**config.mk**
```make
export PLATFORM = sky130hd
export DESIGN_NAME = spi_queue_master
export DESIGN_NICKNAME = d
export VERILOG_FILES = /design/src/rtl/spiq_pkg.sv /design/src/rtl/spiq_rst_sync.sv /design/src/rtl/spiq_regfile.sv /design/src/rtl/spiq_clkdiv.sv /design/src/rtl/spiq_shifter.sv /design/src/rtl/spiq_ctrl.sv /design/src/rtl/spi_queue_master.sv
export SDC_FILE = /design/constraint.sdc
export NUM_CORES = 1
export LEC_CHECK = 0
export BUFFER_PORTS_ARGS = -buffer_cell sky130_fd_sc_hd__buf_2
export CAP_MARGIN = 0
export CORE_AREA = 2 2 236 238
export DETAILED_ROUTE_END_ITERATION = 6
export DIE_AREA = 0 0 238 240
export GPL_ROUTABILITY_DRIVEN = 0
export PLACE_DENSITY = 0.78
export SETUP_SLACK_MARGIN = 0.3
export SLEW_MARGIN = 5
export SYNTH_ARGS = -nofsm -noshare
export SYNTH_HDL_FRONTEND = slang
export SYNTH_SLANG_ARGS = --single-unit
```
**constraint.sdc**
```tcl
create_clock -name clk -period 29.1 [get_ports clk]
set_clock_uncertainty 0.05 [all_clocks]
set_input_delay 5.82 -clock clk [delete_from_list [all_inputs] [get_ports clk]]
set_output_delay 5.82 -clock clk [all_outputs]
set_load 0.02 [all_outputs]
```
**src/rtl/spiq_pkg.sv**
```systemverilog
package spiq_pkg;

  typedef enum logic [0:0] {
    ST_IDLE = 1'b0,
    ST_RUN  = 1'b1
  } spiq_state_e;

  typedef struct packed {
    logic       wide;
    logic [2:0] rsvd;
    logic [3:0] csel;
  } spiq_cmd_t;

endpackage

```
**src/rtl/spiq_rst_sync.sv**
```systemverilog
module spiq_rst_sync (
  input  logic clk,
  input  logic arst_n,
  output logic srst_n
);
  logic [1:0] sync_q;

  always_ff @(posedge clk or negedge arst_n) begin
    if (!arst_n) sync_q <= '0;
    else         sync_q <= {sync_q[0], 1'b1};
  end

  assign srst_n = sync_q[1];
endmodule

```
**src/rtl/spiq_regfile.sv**
```systemverilog
module spiq_regfile #(
  parameter int DEPTH = 16,
  parameter int W     = 8,
  parameter int AW    = $clog2(DEPTH)
) (
  input  logic          clk,
  input  logic          rst_n,
  input  logic          we,
  input  logic [AW-1:0] waddr,
  input  logic [W-1:0]  wdata,
  input  logic [AW-1:0] raddr,
  output logic [W-1:0]  rdata
);
  logic [DEPTH-1:0][W-1:0] ent_flat;

  for (genvar i = 0; i < DEPTH; i++) begin : g_ent
    logic         en;
    logic [W-1:0] ent_q;
    assign en = we && (waddr == AW'(i));
    always_ff @(posedge clk or negedge rst_n) begin
      if (!rst_n)  ent_q <= '0;
      else if (en) ent_q <= wdata;
    end
    assign ent_flat[i] = ent_q;
  end

  assign rdata = ent_flat[raddr];
endmodule

```
**src/rtl/spiq_clkdiv.sv**
```systemverilog
module spiq_clkdiv #(
  parameter int DIVW = 8
) (
  input  logic            clk,
  input  logic            rst_n,
  input  logic            run,
  input  logic [DIVW-1:0] baud,
  output logic            tick
);
  logic [DIVW-1:0] cnt_q, cnt_d;
  logic [DIVW-1:0] half_m1;
  logic            frozen;

  assign half_m1 = ((baud < DIVW'(2)) ? DIVW'(2) : baud) - DIVW'(1);
  assign frozen  = (baud == '0);
  assign tick    = run && !frozen && (cnt_q >= half_m1);

  always_comb begin
    cnt_d = cnt_q;
    if (!run)        cnt_d = '0;
    else if (frozen) cnt_d = cnt_q;
    else if (tick)   cnt_d = '0;
    else             cnt_d = cnt_q + DIVW'(1);
  end

  always_ff @(posedge clk or negedge rst_n) begin
    if (!rst_n) cnt_q <= '0;
    else        cnt_q <= cnt_d;
  end
endmodule

```
**src/rtl/spiq_shifter.sv**
```systemverilog
module spiq_shifter #(
  parameter int MAXW = 16,
  parameter int LW   = $clog2(MAXW + 1)
) (
  input  logic            clk,
  input  logic            rst_n,
  input  logic            load,
  input  logic [MAXW-1:0] load_word,
  input  logic [LW-1:0]   load_width,
  input  logic            tx_shift,
  input  logic            rx_sample,
  input  logic            miso,
  output logic            mosi,
  output logic [MAXW-1:0] rx_word
);
  logic [MAXW-1:0] txsh_q, txsh_d;
  logic [MAXW-1:0] rxsh_q, rxsh_d;

  always_comb begin
    txsh_d = txsh_q;
    if (load)          txsh_d = load_word << (LW'(MAXW) - load_width);
    else if (tx_shift) txsh_d = txsh_q << 1;
  end

  always_comb begin
    rxsh_d = rxsh_q;
    if (load)           rxsh_d = '0;
    else if (rx_sample) rxsh_d = {rxsh_q[MAXW-2:0], miso};
  end

  always_ff @(posedge clk or negedge rst_n) begin
    if (!rst_n) begin
      txsh_q <= '0;
      rxsh_q <= '0;
    end else begin
      txsh_q <= txsh_d;
      rxsh_q <= rxsh_d;
    end
  end

  assign mosi    = txsh_q[MAXW-1];
  assign rx_word = rxsh_q;
endmodule

```
**src/rtl/spiq_ctrl.sv**
```systemverilog
module spiq_ctrl
  import spiq_pkg::*;
#(
  parameter int NSLOT = 16,
  parameter int MAXW  = 16,
  parameter int WCFGW = 5,
  parameter int PW    = $clog2(NSLOT),
  parameter int LW    = $clog2(MAXW + 1)
) (
  input  logic             clk,
  input  logic             rst_n,
  input  logic             go,
  input  logic [PW-1:0]    start_ptr,
  input  logic [PW-1:0]    end_ptr,
  input  logic             cpol,
  input  logic             cpha,
  input  logic [WCFGW-1:0] width_cfg,
  input  logic [3:0]       cs_idle,
  input  logic             tick,
  input  logic [7:0]       slot_cmd,
  output logic [PW-1:0]    slot_addr,
  output logic             load,
  output logic [LW-1:0]    load_width,
  output logic             tx_shift,
  output logic             rx_sample,
  output logic             rx_we,
  output logic [PW-1:0]    rx_waddr,
  output logic             busy,
  output logic             done,
  output logic [PW-1:0]    cmpl_ptr,
  output logic             sck,
  output logic [3:0]       cs
);
  localparam int PHW = $clog2(2 * MAXW + 1);

  spiq_state_e   state_q, state_d;
  logic [PW-1:0] ptr_q, ptr_d, end_q, end_d, cmpl_q, cmpl_d;
  logic [PHW-1:0] ph_q, ph_d;
  logic [LW-1:0] wid_q, wid_d;
  logic [3:0]    csq_q, csq_d;
  logic          sck_q, sck_d, done_q, done_d;

  spiq_cmd_t     cmd;
  logic          unused_rsvd;
  logic          idle, start, fin, adv, last_slot, lead;
  logic [PHW-1:0] ph_last, nxt_ph;

  function automatic logic [LW-1:0] clamp_width(input logic [WCFGW-1:0] v);
    if (int'(v) < 8)         return LW'(8);
    else if (int'(v) > MAXW) return LW'(MAXW);
    else                     return LW'(v);
  endfunction

  assign cmd         = spiq_cmd_t'(slot_cmd);
  assign unused_rsvd = ^cmd.rsvd;

  assign idle      = (state_q == ST_IDLE);
  assign ph_last   = PHW'(wid_q) << 1;
  assign nxt_ph    = ph_q + PHW'(1);
  assign lead      = nxt_ph[0];
  assign start     = idle && go;
  assign fin       = !idle && tick && (ph_q == ph_last);
  assign adv       = !idle && tick && (ph_q != ph_last);
  assign last_slot = (ptr_q == end_q);
  assign load      = start || (fin && !last_slot);
  assign slot_addr = idle ? start_ptr : ptr_q + PW'(1);
  assign load_width = cmd.wide ? clamp_width(width_cfg) : LW'(8);

  // data launch / sample edges per phase mode
  assign tx_shift  = adv && (cpha ? (lead && (nxt_ph != PHW'(1)))
                                  : (!lead && (nxt_ph != ph_last)));
  assign rx_sample = adv && (cpha ? !lead : lead);
  assign rx_we     = fin;
  assign rx_waddr  = ptr_q;

  always_comb begin
    state_d = state_q;
    ptr_d   = ptr_q;
    end_d   = end_q;
    cmpl_d  = cmpl_q;
    ph_d    = ph_q;
    wid_d   = wid_q;
    csq_d   = csq_q;
    sck_d   = sck_q;
    done_d  = 1'b0;
    if (start) begin
      state_d = ST_RUN;
      ptr_d   = start_ptr;
      end_d   = end_ptr;
      ph_d    = '0;
      wid_d   = load_width;
      csq_d   = cmd.csel;
      sck_d   = cpol;
    end else if (fin) begin
      cmpl_d = ptr_q;
      sck_d  = cpol;
      if (last_slot) begin
        state_d = ST_IDLE;
        done_d  = 1'b1;
      end else begin
        ptr_d = ptr_q + PW'(1);
        ph_d  = '0;
        wid_d = load_width;
        csq_d = cmd.csel;
      end
    end else if (adv) begin
      ph_d  = nxt_ph;
      sck_d = !sck_q;
    end else if (idle) begin
      sck_d = cpol;
    end
  end

  always_ff @(posedge clk or negedge rst_n) begin
    if (!rst_n) begin
      state_q <= ST_IDLE;
      ptr_q   <= '0;
      end_q   <= '0;
      cmpl_q  <= '0;
      ph_q    <= '0;
      wid_q   <= LW'(8);
      csq_q   <= '0;
      sck_q   <= 1'b0;
      done_q  <= 1'b0;
    end else begin
      state_q <= state_d;
      ptr_q   <= ptr_d;
      end_q   <= end_d;
      cmpl_q  <= cmpl_d;
      ph_q    <= ph_d;
      wid_q   <= wid_d;
      csq_q   <= csq_d;
      sck_q   <= sck_d;
      done_q  <= done_d;
    end
  end

  assign busy     = !idle;
  assign done     = done_q;
  assign cmpl_ptr = cmpl_q;
  assign sck      = sck_q;
  assign cs       = idle ? cs_idle : csq_q;
endmodule

```
**src/rtl/spi_queue_master.sv**
```systemverilog
module spi_queue_master #(
  parameter int NSLOT = 16,
  parameter int MAXW  = 16,
  parameter int DIVW  = 8,
  parameter int WCFGW = 5,
  parameter int PW    = $clog2(NSLOT)
) (
  input  logic             clk,
  input  logic             rst_n,
  input  logic             cmd_we,
  input  logic [PW-1:0]    cmd_waddr,
  input  logic [7:0]       cmd_wdata,
  input  logic             tx_we,
  input  logic [PW-1:0]    tx_waddr,
  input  logic [MAXW-1:0]  tx_wdata,
  input  logic [PW-1:0]    rx_raddr,
  output logic [MAXW-1:0]  rx_rdata,
  input  logic             cpol,
  input  logic             cpha,
  input  logic [DIVW-1:0]  baud,
  input  logic [WCFGW-1:0] width_cfg,
  input  logic [3:0]       cs_idle,
  input  logic [PW-1:0]    start_ptr,
  input  logic [PW-1:0]    end_ptr,
  input  logic             go,
  output logic             busy,
  output logic             done,
  output logic [PW-1:0]    cmpl_ptr,
  output logic             sck,
  output logic             mosi,
  input  logic             miso,
  output logic [3:0]       cs
);
  localparam int LW = $clog2(MAXW + 1);

  logic            rst_sn;
  logic [PW-1:0]   slot_addr, rx_waddr;
  logic [7:0]      slot_cmd;
  logic [MAXW-1:0] slot_tx, rx_word;
  logic [LW-1:0]   load_width;
  logic            load, tx_shift, rx_sample, rx_we, tick;

  spiq_rst_sync u_rst (
    .clk    (clk),
    .arst_n (rst_n),
    .srst_n (rst_sn)
  );

  spiq_regfile #(.DEPTH(NSLOT), .W(8)) u_cmd_mem (
    .clk   (clk),
    .rst_n (rst_sn),
    .we    (cmd_we),
    .waddr (cmd_waddr),
    .wdata (cmd_wdata),
    .raddr (slot_addr),
    .rdata (slot_cmd)
  );

  spiq_regfile #(.DEPTH(NSLOT), .W(MAXW)) u_tx_mem (
    .clk   (clk),
    .rst_n (rst_sn),
    .we    (tx_we),
    .waddr (tx_waddr),
    .wdata (tx_wdata),
    .raddr (slot_addr),
    .rdata (slot_tx)
  );

  spiq_regfile #(.DEPTH(NSLOT), .W(MAXW)) u_rx_mem (
    .clk   (clk),
    .rst_n (rst_sn),
    .we    (rx_we),
    .waddr (rx_waddr),
    .wdata (rx_word),
    .raddr (rx_raddr),
    .rdata (rx_rdata)
  );

  spiq_clkdiv #(.DIVW(DIVW)) u_div (
    .clk   (clk),
    .rst_n (rst_sn),
    .run   (busy),
    .baud  (baud),
    .tick  (tick)
  );

  spiq_shifter #(.MAXW(MAXW)) u_shift (
    .clk        (clk),
    .rst_n      (rst_sn),
    .load       (load),
    .load_word  (slot_tx),
    .load_width (load_width),
    .tx_shift   (tx_shift),
    .rx_sample  (rx_sample),
    .miso       (miso),
    .mosi       (mosi),
    .rx_word    (rx_word)
  );

  spiq_ctrl #(.NSLOT(NSLOT), .MAXW(MAXW), .WCFGW(WCFGW)) u_ctrl (
    .clk        (clk),
    .rst_n      (rst_sn),
    .go         (go),
    .start_ptr  (start_ptr),
    .end_ptr    (end_ptr),
    .cpol       (cpol),
    .cpha       (cpha),
    .width_cfg  (width_cfg),
    .cs_idle    (cs_idle),
    .tick       (tick),
    .slot_cmd   (slot_cmd),
    .slot_addr  (slot_addr),
    .load       (load),
    .load_width (load_width),
    .tx_shift   (tx_shift),
    .rx_sample  (rx_sample),
    .rx_we      (rx_we),
    .rx_waddr   (rx_waddr),
    .busy       (busy),
    .done       (done),
    .cmpl_ptr   (cmpl_ptr),
    .sck        (sck),
    .cs         (cs)
  );
endmodule

```
==> results.py <==
metrics = {
    "synthesis": {
        "syn_area_per_cell_um2": 12.5,
        "syn-num-nets": 2689,
        "synthFlopType": "dfrtp_1",
        "syn-cell-area_um2": 32400,
        "yosysTopAreaCell": "dfrtp_1",
        "synth_cell_types": 78,
        "ys_ff_latch": 664,
        "async_flop_share_pct": 100,
        "synth_top_area_share_pct": 51.2,
        "ys_top_cells_by_area": "dfrtp_1 51%, mux2_2 21%, mux4_2 6.1%",
        "syn_inst": 2603,
        "yosys_warnings": 0,
        "synth_edf_count": 0,
        "ys_seq_area_share_pct": 51.2,
    },
    "timing": {
        "fin_crit_sh_pct": 48.8,
        "finalSetupViolCount": 0,
        "tns_ps": 0,
        "max-slew-margin-rel_pct": 17.2,
        "rsz0062_at_grt": "false",
        "fin_crit_ps": 14210,
        "tightest_slew_ps": 1240,
        "hold_viol": 0,
        "drv_slew": 0,
        "max_freq_ghz": 0.0704,
    },
    "global_routing": {
        "antenna_found_initial": 11,
        "grt-ovfl-total": 0,
        "grt_pass1_vias": 23000,
        "grt.total_usage_pct": 29.1,
        "grt_pass1_wl_um": 129000,
        "grt_max_degree": 193,
    },
    "pwr": {
        "swShare_pct": 36.0,
        "peakVddDrop_mv": 0.0690,
        "switchingPower_uw": 1140,
        "p_per_area_nw_per_um2": 88.5,
        "combPwrFrac_pct": 35.3,
        "clkPwrFrac_pct": 28.1,
        "intPower_uw": 2020,
        "leakagePower_uw": 0.0163,
        "sequentialPowerShare_pct": 36.6,
    },
    "worst_setup_path": {
        "path_delay_family": "buffers and inverters",
        "arrival_ps": 8340,
        "path_class": "in -> out",
        "rr_worst_depth": 15,
        "r2r-start": "u_ctrl.rx_waddr[0]$_DFFE_PN0P_",
        "worstPathMaxFanout": 48,
        "cpPeakStageDelay_ps": 820,
        "critPathLaunchType": "input port",
        "rr_endpoint": "u_shift.txsh_q[7]$_DFFE_PN0P_",
        "crit_slowest_cell": "buf_4",
        "crit_required_ps": 23230,
        "cp_cell_sequence": "buf_4, buf_4, mux4_2, mux4_2, buf_2",
        "worst_setup_path_end_kind": "primary output",
        "r2r_slack_ps": 23020,
        "critical_path_buf_inv_count": 3,
    },
    "cells_and_area": {
        "final_cell_mix": "661 x dfrtp_1, 607 x mux2_2, 194 x nand2_1, 132 x o21ai_0, 107 x nor2_1",
        "multiInputGateArea_um2": 15000,
        "fillers": 3831,
        "final_common_cell": "dfrtp_1",
        "seq_area_um2": 16600,
        "drive_gt1_share_pct": 36.3,
        "design_area_um2": 35600,
        "fin_nets": 2694,
        "final_util_pct": 65.2,
        "area_delta_synth_final_pct": 9.88,
    },
    "detailed_routing": {
        "wirelength_um": 81900,
        "vias": 22200,
        "drcViolationCount": 0,
        "wl_per_cell_um": 24.3,
        "drtPass1Iterations": 5,
        "viasPerCell": 6.57,
        "drtAntennaViolNets": 0,
        "drtIter0Drc": 1914,
    },
    "status": {
        "status": "complete, no violations",
    },
    "floorplan": {
        "num_io_pins": 97,
        "die_x_um": 238,
        "placementRows": 86,
        "die_y_um": 240,
        "initial_core_util_pct": 59.3,
        "fp.coreArea_um2": 54700,
        "design.die.area_um2": 57100,
    },
    "cts": {
        "insertion_delay_ps": 620,
        "cts_buffer_depth": 3,
        "numCtsBuffers": 70,
        "cts_resized": 0,
        "cts_hold_buf": 0,
        "tritoncts": "done",
        "path_clk_slew_ps": 60,
        "cts.sinks": 664,
        "cts_root_buf": "clkbuf_16",
        "cts_setup_buffers": 0,
        "htreeDepth": 3,
    },
    "place": {
        "place_hpwl_um": 48200,
        "port_buffers": 93,
        "placed_area_um2": 33300,
    },
    "run": {
        "maxCapViolCount": 0,
    },
    "min_path": {
        "hold_path_class": "reg -> reg",
        "whs_path_depth": 0,
        "hp-start": "u_rst.sync_q[0]$_DFF_PN0_",
        "hold_end": "u_rst.sync_q[1]$_DFF_PN0_",
    },
}
[routing by layer]
metal  wire, um  share of wire (%)  vias to the layer above  GRT usage (%)
met5         45              0.055                        -              0
met4       3190                3.9                        8           12.3
met3       5590                6.8                      225           5.53
met2      40200                 49                      871           48.6
met1      32800                 40                    11500           37.6
li1           -                  -                     9560              -
[state kept, by name (all words and copies together) (netlist names)]
register               flops
u_ctrl.rx_waddr            4
u_ctrl.csq_q               4
u_tx_mem.g_ent.ent_q     256
u_ctrl.cmpl_ptr            4
u_shift.txsh_q            16
u_rx_mem.g_ent.ent_q     256
u_rst.sync_q               2
u_ctrl.end_q               4
u_cmd_mem.g_ent.ent_q     80
u_ctrl.done                1
u_ctrl.busy                1
u_shift.rx_word           16
u_ctrl.wid_q               5
u_ctrl.ph_q                6
u_ctrl.sck                 1
u_div.cnt_q                8
[cells in the mapped netlist (all sizes together) (9+ instances only)]
| library cell | n |
|---|---|
| mux4 | 88 |
| a221oi | 9 |
| nor2b | 33 |
| a2bb2oi | 12 |
| nand3 | 34 |
| a31oi | 12 |
| nand2 | 196 |
| a311oi | 15 |
| nand3b | 12 |
| mux2 | 607 |
| o21a | 18 |
| ha | 17 |
| and3 | 27 |
| nor2 | 116 |
| o32ai | 11 |
| nor3 | 25 |
| mux2i | 34 |
| o221ai | 10 |
| o211ai | 17 |
| o21ai | 135 |
| or3 | 12 |
| dfrtp | 663 |
| o22ai | 49 |
| buf | 65 |
| inv | 17 |
| nand2b | 24 |
| and2 | 13 |
| o31a | 12 |
| a21oi | 59 |
| clkbuf | 134 |
| xnor2 | 16 |
| a21o | 15 |
[through the flow]
| stage | setup slack, ps | hold WS (ps) | instances | total power (uW) |
|---|---|---|---|---|
| after floorplan | 9170 | 281 | 2603 | 1960 |
| after global placement | 14830 | 288 | 3240 | 2210 |
| after global routing | 14700 | 307 | 3371 | 3310 |
| final | 14890 | 295 | 3373 | 3150 |
| after detailed placement | 14810 | 299 | 3240 | 2260 |
| after CTS | 14810 | 295 | 3366 | 3150 |
[cell type report]
type / count / area share, %
Inverter: 17 / 0.179
Timing Repair Buffer: 132 / 2.21
Tap cell: 704 / 2.47
Antenna cell: 7 / 0.0492
Clock inverter: 17 / 0.548
Multi-Input combinational cell: 1723 / 42.0
Clock buffer: 109 / 5.86
Sequential cell: 664 / 46.6
[power groups by stage]
stage	sequential [uW]	combinational, uW	clock [uW]
final	1160	1110	886
after global routing	1170	1200	935
after CTS	1150	1100	900
after detailed placement	1170	1090	0
after floorplan	1150	805	0
after global placement	1150	1060	0
[worst max path at each step]
stage	from	to	slack, ps	depth (start not counted)
floorplan	u_rst.sync_q[1]$_DFF_PN0_	u_cmd_mem.g_ent[0].ent_q[0]$_DFFE_PN0P_	9170	0
global placement	rx_raddr[0]	rx_rdata[11]	14830	5
detailed placement	rx_raddr[0]	rx_rdata[11]	14810	5
CTS	rx_raddr[0]	rx_rdata[11]	14810	5
global route	rx_raddr[0]	rx_rdata[6]	14700	5
finish	rx_raddr[0]	rx_rdata[11]	14890	5
[logic make-up (layout without fill, tap and decap cells)]
logic type,after synthesis,count (layout),share of synthesized area (%)
flops,664,664,51.2
mux,729,729,28.2
simple gates,527,527,7.77
xor+xnor,23,23,0.644
compound gates,426,426,8.70
fa+ha+maj,17,17,0.656
other cells,1,8,0.0116
buf+inv,216,275,2.75
[worst register-to-register path: cells and delay by family, from the launching register on]
family | cells | cell delay, ps
mux | 2 | 750
buf+inv | 3 | 1050
flops | 1 | 440
simple gates | 2 | 950
compound gates | 6 | 1580
fa+ha+maj | 2 | 1180
Note: power is estimated with default switching activity, not from simulation.
